--- src/rtl/otg_role_pkg.sv ---
package otg_role_pkg;

    typedef enum logic {
        ROLE_HOST   = 1'b0,
        ROLE_DEVICE = 1'b1
    } role_e;

    typedef enum logic [1:0] {
        SES_IDLE    = 2'd0,
        SES_WAIT_ID = 2'd1,
        SES_ACTIVE  = 2'd2
    } ses_state_e;

    // identification sample offered to the session sequencer
    typedef struct packed {
        logic  ready;
        role_e role;
    } id_sample_t;

    function automatic role_e id_to_role(input logic id_level);
        return id_level ? ROLE_DEVICE : ROLE_HOST;
    endfunction

endpackage

--- src/rtl/otg_id_sync.sv ---
module otg_id_sync #(
    parameter int SYNC_STAGES = 2,
    parameter int CNT_W       = 4
) (
    input  logic             clk,
    input  logic             rst,
    input  logic             pin_i,
    input  logic [CNT_W-1:0] limit_i,
    output logic             level_o,
    output logic             stable_o
);
    localparam logic [CNT_W-1:0] CNT_MAX = {CNT_W{1'b1}};

    logic [SYNC_STAGES-1:0] chain_q;
    logic                   synced;
    logic                   level_q;
    logic [CNT_W-1:0]       hold_cnt_q;

    // shift register synchronizer, idle level is high (pulled-up ID)
    always_ff @(posedge clk) begin
        if (rst) chain_q <= '1;
        else     chain_q <= {chain_q[SYNC_STAGES-2:0], pin_i};
    end

    assign synced = chain_q[SYNC_STAGES-1];

    // stability filter: restart counting on each change of the synced level
    always_ff @(posedge clk) begin
        if (rst) begin
            level_q    <= 1'b1;
            hold_cnt_q <= '0;
        end else if (synced != level_q) begin
            level_q    <= synced;
            hold_cnt_q <= '0;
        end else if (hold_cnt_q != CNT_MAX) begin
            hold_cnt_q <= hold_cnt_q + 1'b1;
        end
    end

    assign level_o  = level_q;
    assign stable_o = (synced == level_q) && (hold_cnt_q >= limit_i);

endmodule

--- src/rtl/otg_id_select.sv ---
module otg_id_select
    import otg_role_pkg::*;
(
    input  logic       sw_en_i,
    input  logic       sw_val_i,
    input  logic       pin_level_i,
    input  logic       pin_stable_i,
    output id_sample_t sample_o
);
    always_comb begin
        if (sw_en_i) begin
            sample_o.ready = 1'b1;
            sample_o.role  = id_to_role(sw_val_i);
        end else begin
            sample_o.ready = pin_stable_i;
            sample_o.role  = id_to_role(pin_level_i);
        end
    end
endmodule

--- src/rtl/otg_session_fsm.sv ---
module otg_session_fsm
    import otg_role_pkg::*;
(
    input  logic       clk,
    input  logic       rst,
    input  logic       sess_req_i,
    input  id_sample_t sample_i,
    output logic       sess_active_o,
    output role_e      role_o,
    output logic       role_valid_o
);
    ses_state_e state_q, state_d;
    role_e      role_q, role_d;

    always_comb begin
        state_d = state_q;
        role_d  = role_q;
        unique case (state_q)
            SES_IDLE: begin
                if (sess_req_i) state_d = SES_WAIT_ID;
            end
            SES_WAIT_ID: begin
                if (!sess_req_i) begin
                    state_d = SES_IDLE;
                end else if (sample_i.ready) begin
                    state_d = SES_ACTIVE;
                    role_d  = sample_i.role;
                end
            end
            SES_ACTIVE: begin
                if (!sess_req_i) begin
                    state_d = SES_IDLE;
                    role_d  = ROLE_HOST;
                end
            end
            default: begin
                state_d = SES_IDLE;
                role_d  = ROLE_HOST;
            end
        endcase
    end

    always_ff @(posedge clk) begin
        if (rst) begin
            state_q <= SES_IDLE;
            role_q  <= ROLE_HOST;
        end else begin
            state_q <= state_d;
            role_q  <= role_d;
        end
    end

    assign sess_active_o = (state_q != SES_IDLE);
    assign role_valid_o  = (state_q == SES_ACTIVE);
    assign role_o        = role_q;

endmodule

--- src/rtl/otg_role_sel.sv ---
module otg_role_sel
    import otg_role_pkg::*;
#(
    parameter int SYNC_STAGES = 2,
    parameter int STABLE_W    = 4
) (
    input  logic                clk,
    input  logic                rst,
    input  logic                vbus_valid_i,
    input  logic                fw_sess_req_i,
    input  logic                id_pin_i,
    input  logic                id_sw_en_i,
    input  logic                id_sw_val_i,
    input  logic [STABLE_W-1:0] stable_cnt_i,
    output logic                sess_active_o,
    output logic                role_o,
    output logic                role_valid_o
);
    logic       pin_level;
    logic       pin_stable;
    logic       sess_req;
    id_sample_t sample;
    role_e      role_held;

    assign sess_req = vbus_valid_i | fw_sess_req_i;

    otg_id_sync #(
        .SYNC_STAGES (SYNC_STAGES),
        .CNT_W       (STABLE_W)
    ) u_sync (
        .clk      (clk),
        .rst      (rst),
        .pin_i    (id_pin_i),
        .limit_i  (stable_cnt_i),
        .level_o  (pin_level),
        .stable_o (pin_stable)
    );

    otg_id_select u_sel (
        .sw_en_i      (id_sw_en_i),
        .sw_val_i     (id_sw_val_i),
        .pin_level_i  (pin_level),
        .pin_stable_i (pin_stable),
        .sample_o     (sample)
    );

    otg_session_fsm u_fsm (
        .clk           (clk),
        .rst           (rst),
        .sess_req_i    (sess_req),
        .sample_i      (sample),
        .sess_active_o (sess_active_o),
        .role_o        (role_held),
        .role_valid_o  (role_valid_o)
    );

    assign role_o = role_held;

endmodule

--- config.mk ---
export PLATFORM = sky130hd
export DESIGN_NAME = otg_role_sel
export DESIGN_NICKNAME = d
export VERILOG_FILES = /design/src/rtl/otg_role_pkg.sv /design/src/rtl/otg_id_sync.sv /design/src/rtl/otg_id_select.sv /design/src/rtl/otg_session_fsm.sv /design/src/rtl/otg_role_sel.sv
export SDC_FILE = /design/constraint.sdc
export NUM_CORES = 1
export LEC_CHECK = 0
export CAP_MARGIN = 20
export CORE_AREA = 3 3 40 42
export CTS_BUF_LIST = sky130_fd_sc_hd__clkbuf_8
export CTS_CLUSTER_SIZE = 10
export DETAILED_ROUTE_END_ITERATION = 10
export DIE_AREA = 0 0 43 45
export GPL_TIMING_DRIVEN = 0
export HOLD_SLACK_MARGIN = 0.06
export PLACE_DENSITY = 0.68
export REMOVE_ABC_BUFFERS = 1
export SYNTH_ARGS = -nofsm -noshare
export SYNTH_HDL_FRONTEND = slang
export SYNTH_SLANG_ARGS = --single-unit
--- constraint.sdc ---
create_clock -name clk -period 2.4 [get_ports clk]
set_input_delay 0.48 -clock clk [delete_from_list [all_inputs] [get_ports clk]]
set_output_delay 0.48 -clock clk [all_outputs]
set_load 0.02 [all_outputs]
# Yosys cells after proc, flatten, opt, wreduce, memory -nomap -nowiden
# Index checks and enable logic that the tools add are counted.
[classes] n_addsub=1 order_cmp=1 n_eq_ne=10 mux=12 n_bitwise=2 reduce_logical=6
[op_table] operator="2-bit 2-to-1 mux" count=5
[op_table] operator="2-bit case mux with 3 select lines" count=1
[op_table] operator="1-bit 2-to-1 mux" count=5
[op_table] operator="4-bit by 1-bit adder with 4-bit output, second input constant" count=1
[op_table] operator="4-bit greater-or-equal comparator" count=1
[op_table] operator="2-bit by 1-bit inequality test with 1-bit output, second input constant" count=2
[op_table] operator="2-bit inequality test, second input constant" count=2
[op_table] operator="4-bit inequality test, second input constant" count=1
[op_table] operator="4-bit AND reduction" count=1
[op_table] operator="3-bit inequality test, second input constant" count=1
[op_table] operator="1-bit case mux with 3 select lines" count=1
[op_table] operator="3-bit AND reduction" count=1
[op_table] operator="2-bit by 1-bit == test with 1-bit output, second input constant" count=1
[op_table] operator="2-bit == test, second input constant" count=1
[op_table] operator="2-bit logical NOT" count=1
[op_table] operator="2-bit nonzero test" count=1
[op_table] operator="2-bit OR reduction" count=1
[op_table] operator="1-bit == test" count=1
[op_table] operator="1-bit logical AND" count=1
[op_table] operator="1-bit inequality test" count=1
[op_table] operator="1-bit NOT" count=1
[op_table] operator="1-bit OR" count=1
[word_totals] ff_bits=10 inputBits=11 out_inout_bits=3 wordCells=37

# Logic depth before layout (Yosys ltp)
# Gate-level depths: netlist of run 1.
[depth] depth_word=6 depth_mapped=7 depth_no_buf=7

# Cells and area by module
# Synthesis of run 1 repeated with hierarchy kept, for this count alone.
[unflattened] cells_unflattened=58 area_unflattened_um2=529.3
[by_module_without_submodules] module="otg_id_sync" n_inst=1 cells_per_inst=39 area_each_um2=355.3 seq_area_each_um2=140.1
[by_module_without_submodules] module="otg_session_fsm" n_inst=1 cells_per_inst=16 area_each_um2=146.4 seq_area_each_um2=60.1
[by_module_without_submodules] module="otg_id_select" n_inst=1 cells_per_inst=2 area_each_um2=21.3 seq_area_each_um2=0.0
[by_module_without_submodules] module="otg_role_sel" n_inst=1 cells_per_inst=1 area_each_um2=6.3 seq_area_each_um2=0.0

# Worst setup path before layout of run 1
# Ideal clock, no wire load.
[synth_timing] kind="input to register" start="input port stable_cnt_i[0]" end="register u_fsm.state_q[0]" setup_time_ns=0.103 t_arrival_ns=1.683 required_time_ns=2.297 slack_ns=0.613 path_stages=5 path_buffers=0 cell_sequence="ha_1 > nand2b_4 > a2111oi_4 > o31ai_2 > a2111oi_2"
[synth_between] elab_chain_cells=5
[synth_lines] item="start, declared" line_no="otg_role_sel.sv:14" text="input logic [STABLE_W-1:0] stable_cnt_i,"
[synth_lines] item="4-bit greater-or-equal comparator" line_no="otg_id_sync.sv:41" text="assign stable_o = (synced == level_q) && (hold_cnt_q >= limit_i);"
[synth_lines] item="1-bit logical AND" line_no="otg_id_sync.sv:41"
[synth_lines] item="2-bit 2-to-1 mux" line_no="otg_id_select.sv:11" text="if (sw_en_i) begin"
[synth_lines] item="3-bit inequality test (no line)"
[synth_lines] item="3-bit AND reduction (no line)"
[synth_lines] item="end signal, assigned" line_no="otg_session_fsm.sv:48" text="state_q <= state_d;"
[synth_lines] item="end, declared" line_no="otg_session_fsm.sv:12" text="ses_state_e state_q, state_d;"
# No other way between the ends.
# A chain may end at the register's enable or synchronous reset.

# Final worst setup path of run 1
# Ends and elaborated chain as after synthesis.

==> results.sh, run 1 <==
export IMPL_status="completed"
export IMPL_die_h_um=45
export IMPL_syn_inst=59
export IMPL_arrival_ps=2150
export IMPL_finalWeightedCongestion=0.721
export IMPL_endpoint="u_fsm.state_q[0]"
export IMPL_start_kind="input port"
export IMPL_drt_pass1_iterations=4
export IMPL_drtAntennaViolNets=0
export IMPL_avgSynthCellArea_um2=9.48
export IMPL_grt_antenna_before_repair=0
export IMPL_grt_total_usage_pct=11.4
export IMPL_period_share_pct=83.8
export IMPL_drc_errors=0
export IMPL_rsz0062_at_grt="false"
export IMPL_tightestPinTransition_ps=282
export IMPL_grt_pass1_wl_um=1490
export IMPL_ios=14
export IMPL_clk_latency_ps=240
export IMPL_antenna_cells=0
export IMPL_ys_warn_count=0
export IMPL_finalWorstSetupSlack_ps=389
export IMPL_hold_viol=0
export IMPL_top_usage_layer="met2"
export IMPL_timing_setup_tns_ps=0
export IMPL_synth_seq_area_share_pct=35.8
export IMPL_setup_viol=0
export IMPL_cts_max_level=1
export IMPL_worstPathRequired_ps=2540
export IMPL_max_freq_mhz=497
export IMPL_cts_sinks=10
export IMPL_dieArea_um2=1940
export IMPL_startpoint="stable_cnt_i[0]"
export IMPL_crit_path_end_kind="flip-flop"
export IMPL_drive_above_1_share_pct=17.1
export IMPL_layout_nets=93
export IMPL_vias=457
export IMPL_detailed_place_hpwl_um=733
export IMPL_cts_buffer_depth=2
export IMPL_drt_initial_drc_count=5
export IMPL_num_fill_cells=124
export IMPL_hold_buffers=0
export IMPL_final_cell_mix="clkdlybuf4s50_1 (13), dfxtp_1 (10), nor2_1 (8)"
export IMPL_leakage_uw=0.000333
export IMPL_r2r_end="u_fsm.state_q[0]"
export IMPL_powerDensity_nw_per_um2=637
export IMPL_wl_per_cell_um=10.5
export IMPL_viasPerCell=5.02
export IMPL_path_clk_slew_ps=50
export IMPL_synthToLayoutAreaGrowth_pct=36.5
export IMPL_grt_max_degree=9
export IMPL_grt_util_met3_pct=4.78
export IMPL_slew_violations=0
export IMPL_mostFrequentLayoutCell="clkdlybuf4s50_1"
export IMPL_die_x_um=43
export IMPL_worstSetupPathType="input port to flip-flop"
export IMPL_grt_use_met2_pct=14.7
export IMPL_maxCapViolCount=0
export IMPL_finalPower_uw=486
export IMPL_cts_root_buf="clkbuf_8"
export IMPL_gr_usage_met1_pct=13.3
export IMPL_r2r_slack_ps=590
export IMPL_cts_resized=0
export IMPL_wl_um=956
export IMPL_skew_ps=3.94
export IMPL_reg2reg_depth=6
export IMPL_dp_slack_ps=133
export IMPL_syn_cell_area_um2=559
export IMPL_slew_headroom_pct=81.1
export IMPL_gr_total_overflow=0
export IMPL_ys_seq_elements=10
export IMPL_post_cts_setup_buffer_count=0
export IMPL_initial_core_util_pct=43.5
export IMPL_rows=13
export IMPL_finalCriticalPeriod_ps=2010
export IMPL_core_area_um2=1280
export IMPL_peakVddDrop_mv=0.403
export IMPL_synth_cell_type_count=24
export IMPL_grt_pass1_vias=376
export IMPL_hold_class="flip-flop to flip-flop"
export IMPL_cts_buffers=3
export IMPL_cts_tree="yes"
export IMPL_cp_max_fo=2
export IMPL_rr_startpoint="u_sync.hold_cnt_q[0]"
export IMPL_portBuffers=13
## synthesized netlist by cell type
cell | n | area, um^2
a2111oi_2 | 1 | 15.0
a2111oi_4 | 1 | 27.5
a211oi_1 | 1 | 7.51
a21oi_1 | 2 | 10.0
a31oi_1 | 1 | 6.26
dfxtp_1 | 10 | 200
ha_1 | 5 | 62.6
inv_1 | 6 | 22.5
mux2_2 | 1 | 11.3
mux2i_1 | 2 | 20.0
nand2_1 | 1 | 3.75
nand2b_1 | 2 | 12.5
nand2b_4 | 1 | 13.8
nand3_1 | 2 | 10.0
nand3b_1 | 1 | 7.51
nor2_1 | 8 | 30.0
nor2b_1 | 2 | 12.5
nor3_1 | 2 | 10.0
o21a_1 | 1 | 7.51
o21ai_0 | 1 | 5.00
o221ai_1 | 1 | 8.76
o31ai_2 | 1 | 12.5
or2_2 | 4 | 25.0
xnor2_1 | 2 | 17.5
## worst min path at each step
stage                       from                end  depth (start not counted)
3_3_place_gp   u_sync.chain_q[0]  u_sync.chain_q[1]                          1
2_1_floorplan  u_sync.chain_q[0]  u_sync.chain_q[1]                          1
3_5_place_dp   u_sync.chain_q[0]  u_sync.chain_q[1]                          1
5_1_grt        u_sync.chain_q[0]  u_sync.chain_q[1]                          1
6_report       u_sync.chain_q[0]  u_sync.chain_q[1]                          1
4_1_cts        u_sync.chain_q[0]  u_sync.chain_q[1]                          1
## registers in the layout (all words and copies together) (netlist names)
register           cells
u_fsm.role_o           1
u_sync.level_o         1
u_sync.chain_q         2
u_fsm.state_q          2
u_sync.hold_cnt_q      4
## worst max-delay path, cell delays in order
cell	delay, ps
clkdlybuf4s50_1	400
ha_1	280
nand2b_4	150
a2111oi_4	360
o31ai_2	130
a2111oi_2	340
## kinds of logic (layout without fill, tap and decap cells)
logic type	after synthesis	count (layout)	synth area share, %
DFF	10	10	35.8
adders and majority gates	5	5	11.2
buffers and inverters	6	23	4.03
xor gates and xnor gates	2	2	3.13
muxes	3	3	5.59
AOI/OAI and AO/OA	10	10	17.9
and+or+nand+nor	23	23	22.4
## cell type report
cell class	instances	area (um^2)	area share [%]
clock buffers	4	55.1	7.21
inverters	6	22.5	2.95
multi-input cells	43	337	44.1
repair buffers	13	130	17.0
flip-flops and latches	10	200	26.2
well taps	15	18.8	2.46
## metal layers
layer  vias up  wire length (um)
li1        239                 -
met1       202               451
met2        11               402
met3         5                60
met4         0                41
met5         -                 0
## metrics by stage
step	instance area [um^2]	instances	hold slack, ps	util, %
after floorplan	559	59	389	-
after global placement	708	87	393	55.1
after detailed placement	708	87	398	55.1
after CTS	763	91	411	59.4
after global routing	763	91	413	59.4
final	763	91	407	59.4
## where the power goes
group | switching [uW] | leakage (uW) | internal (uW)
clock network | 66.3 | 0.0000288 | 144
logic | 35.1 | 0.000222 | 53.6
registers | 10.7 | 0.0000821 | 176
total | 112 | 0.000333 | 374
Note: power is estimated with default switching activity, not from simulation.
==> run 2, diff against run 1 <==
- clock period: 2.4 -> 2.1 ns (I/O delays scaled with it)
==> results of run 2 <==
The final DEF is identical to that of run 1. Status: completed.
Main changes from that run: setup slack after placement 133 ps -> -107 ps; setup slack after layout 389 ps -> 149 ps; register-to-register setup slack 590 ps -> 290 ps; total power 486 uW -> 555 uW; worst IR drop on VDD 0.403 mV -> 0.460 mV
==> run 3, diff against run 2 <==
- GPL_TIMING_DRIVEN: 0 -> 1
==> results.sh, run 3 (same netlist as run 1, synthesis figures left out) <==
export IMPL_slew_violations=0
export IMPL_initial_core_util_pct=43.5
export IMPL_ios=14
export IMPL_wl_per_cell_um=10.3
export IMPL_tightestPinTransition_ps=279
export IMPL_die_h_um=45
export IMPL_powerDensity_nw_per_um2=727
export IMPL_mostFrequentLayoutCell="clkdlybuf4s50_1"
export IMPL_cts_root_buf="clkbuf_8"
export IMPL_r2r_end="u_fsm.state_q[0]"
export IMPL_period_share_pct=93.0
export IMPL_holdPathStages=1
export IMPL_skew_ps=4.68
export IMPL_grt_pass1_wl_um=1540
export IMPL_arrival_ps=2090
export IMPL_die_x_um=43
export IMPL_viasPerCell=5.12
export IMPL_drtAntennaViolNets=0
export IMPL_largest_register_ffs=4
export IMPL_cts_buffers=3
export IMPL_min_from="u_sync.chain_q[0]"
export IMPL_post_cts_setup_buffer_count=0
export IMPL_final_cell_mix="clkdlybuf4s50_1 (13), dfxtp_1 (10), nor2_1 (8)"
export IMPL_leakage_uw=0.000333
export IMPL_maxCapViolCount=0
export IMPL_cp_max_fo=2
export IMPL_dieArea_um2=1940
export IMPL_rr_startpoint="u_sync.hold_cnt_q[0]"
export IMPL_dp_slack_ps=-109
export IMPL_peakVddDrop_mv=0.409
export IMPL_core_area_um2=1280
export IMPL_crit_path_max_incr_delay_ps=400
export IMPL_num_fill_cells=127
export IMPL_start_kind="input port"
export IMPL_cts_sinks=10
export IMPL_grt_total_usage_pct=10.7
export IMPL_wl_um=934
export IMPL_path_cells="clkdlybuf4s50_1 > ha_1 > nand2b_4 > a2111oi_4 > o31ai_2 > a2111oi_2"
export IMPL_crit_path_end_kind="flip-flop"
export IMPL_hold_viol=0
export IMPL_hold_class="flip-flop to flip-flop"
export IMPL_setup_viol=0
export IMPL_finalWeightedCongestion=0.726
export IMPL_portBuffers=13
export IMPL_drive_above_1_share_pct=17.1
export IMPL_gr_total_overflow=0
export IMPL_timing_setup_tns_ps=0
export IMPL_reg2reg_depth=6
export IMPL_holdWs_ps=406
export IMPL_cts_resized=0
export IMPL_cts_max_level=1
export IMPL_rsz0062_at_grt="false"
export IMPL_rows=13
export IMPL_drt_pass1_iterations=4
export IMPL_layout_nets=93
export IMPL_critPathBufInv=1
export IMPL_cts_tree="yes"
export IMPL_grt_antenna_before_repair=0
export IMPL_finalWorstSetupSlack_ps=148
export IMPL_antenna_cells=0
export IMPL_hold_buffers=0
export IMPL_worstSetupPathType="input port to flip-flop"
export IMPL_slew_headroom_pct=81.4
export IMPL_drt_initial_drc_count=5
export IMPL_drc_errors=0
export IMPL_status="completed"
export IMPL_vias=466
export IMPL_largest_register="u_sync.hold_cnt_q"
export IMPL_dp_cells=87
export IMPL_critPathSlowestCell="clkdlybuf4s50_1"
export IMPL_max_freq_mhz=512
export IMPL_worstPathRequired_ps=2240
export IMPL_grt_max_degree=9
export IMPL_path_clk_slew_ps=50
export IMPL_r2r_slack_ps=270
export IMPL_clk_latency_ps=240
export IMPL_reg_largest_list="u_sync.hold_cnt_q (4), u_fsm.state_q (2), u_sync.chain_q (2)"
export IMPL_synthToLayoutAreaGrowth_pct=36.5
export IMPL_worst_path_stages=6
export IMPL_cp_top_family="compound AO/OA/AOI/OAI gates"
export IMPL_cts_buffer_depth=2
export IMPL_detailed_place_hpwl_um=734
export IMPL_finalNonFillerCells=91
export IMPL_finalCriticalPeriod_ps=1950
export IMPL_finalPower_uw=555
export IMPL_grt_pass1_vias=382
export IMPL_min_to="u_sync.chain_q[1]"
## run 3: cell counts in the layout (fill, tap and decap cells not counted)
Identical to the previous run, type by type.
## run 3: worst max-delay path by stage
stage / start / to
after floorplan: stable_cnt_i[0] / u_fsm.state_q[0]
after global placement: stable_cnt_i[0] / u_fsm.state_q[0]
after detailed placement: stable_cnt_i[0] / u_fsm.state_q[0]
after CTS: stable_cnt_i[0] / u_fsm.state_q[0]
after global routing: stable_cnt_i[0] / u_fsm.state_q[0]
final: stable_cnt_i[0] / u_fsm.state_q[0]
## run 3: metrics by stage
| step | utilization, % | cell area [um^2] |
|---|---|---|
| 2_1_floorplan | - | 559 |
| 3_3_place_gp | 55.1 | 708 |
| 3_5_place_dp | 55.1 | 708 |
| 4_1_cts | 59.4 | 763 |
| 5_1_grt | 59.4 | 763 |
| 6_report | 59.4 | 763 |
## run 3: final cells by class
class | count | area, um^2 | share of cell area (%)
multi-input cells | 43 | 337 | 44.1
flip-flops and latches | 10 | 200 | 26.2
repair buffers | 13 | 130 | 17.0
clock buffers | 4 | 55.1 | 7.21
inverters | 6 | 22.5 | 2.95
well taps | 15 | 18.8 | 2.46
## run 3: routing by layer
| metal | up-vias | GRT usage (%) | wire length, um |
|---|---|---|---|
| li1 | 238 | - | - |
| met1 | 211 | 13.3 | 438 |
| met2 | 17 | 15.6 | 416 |
| met3 | 0 | 5.98 | 79 |
| met4 | 0 | 3.61 | 0 |
| met5 | - | 0 | 0 |
## run 3: report_power, final
| group | switching, uW | leakage [uW] | total (uW) | internal (uW) |
|---|---|---|---|---|
| Sequential | 12.8 | 0.0000821 | 214 | 201 |
| Clock | 75.6 | 0.0000288 | 240 | 165 |
| Combinational | 39.7 | 0.000222 | 101 | 61.2 |
| Total | 128 | 0.000333 | 555 | 427 |
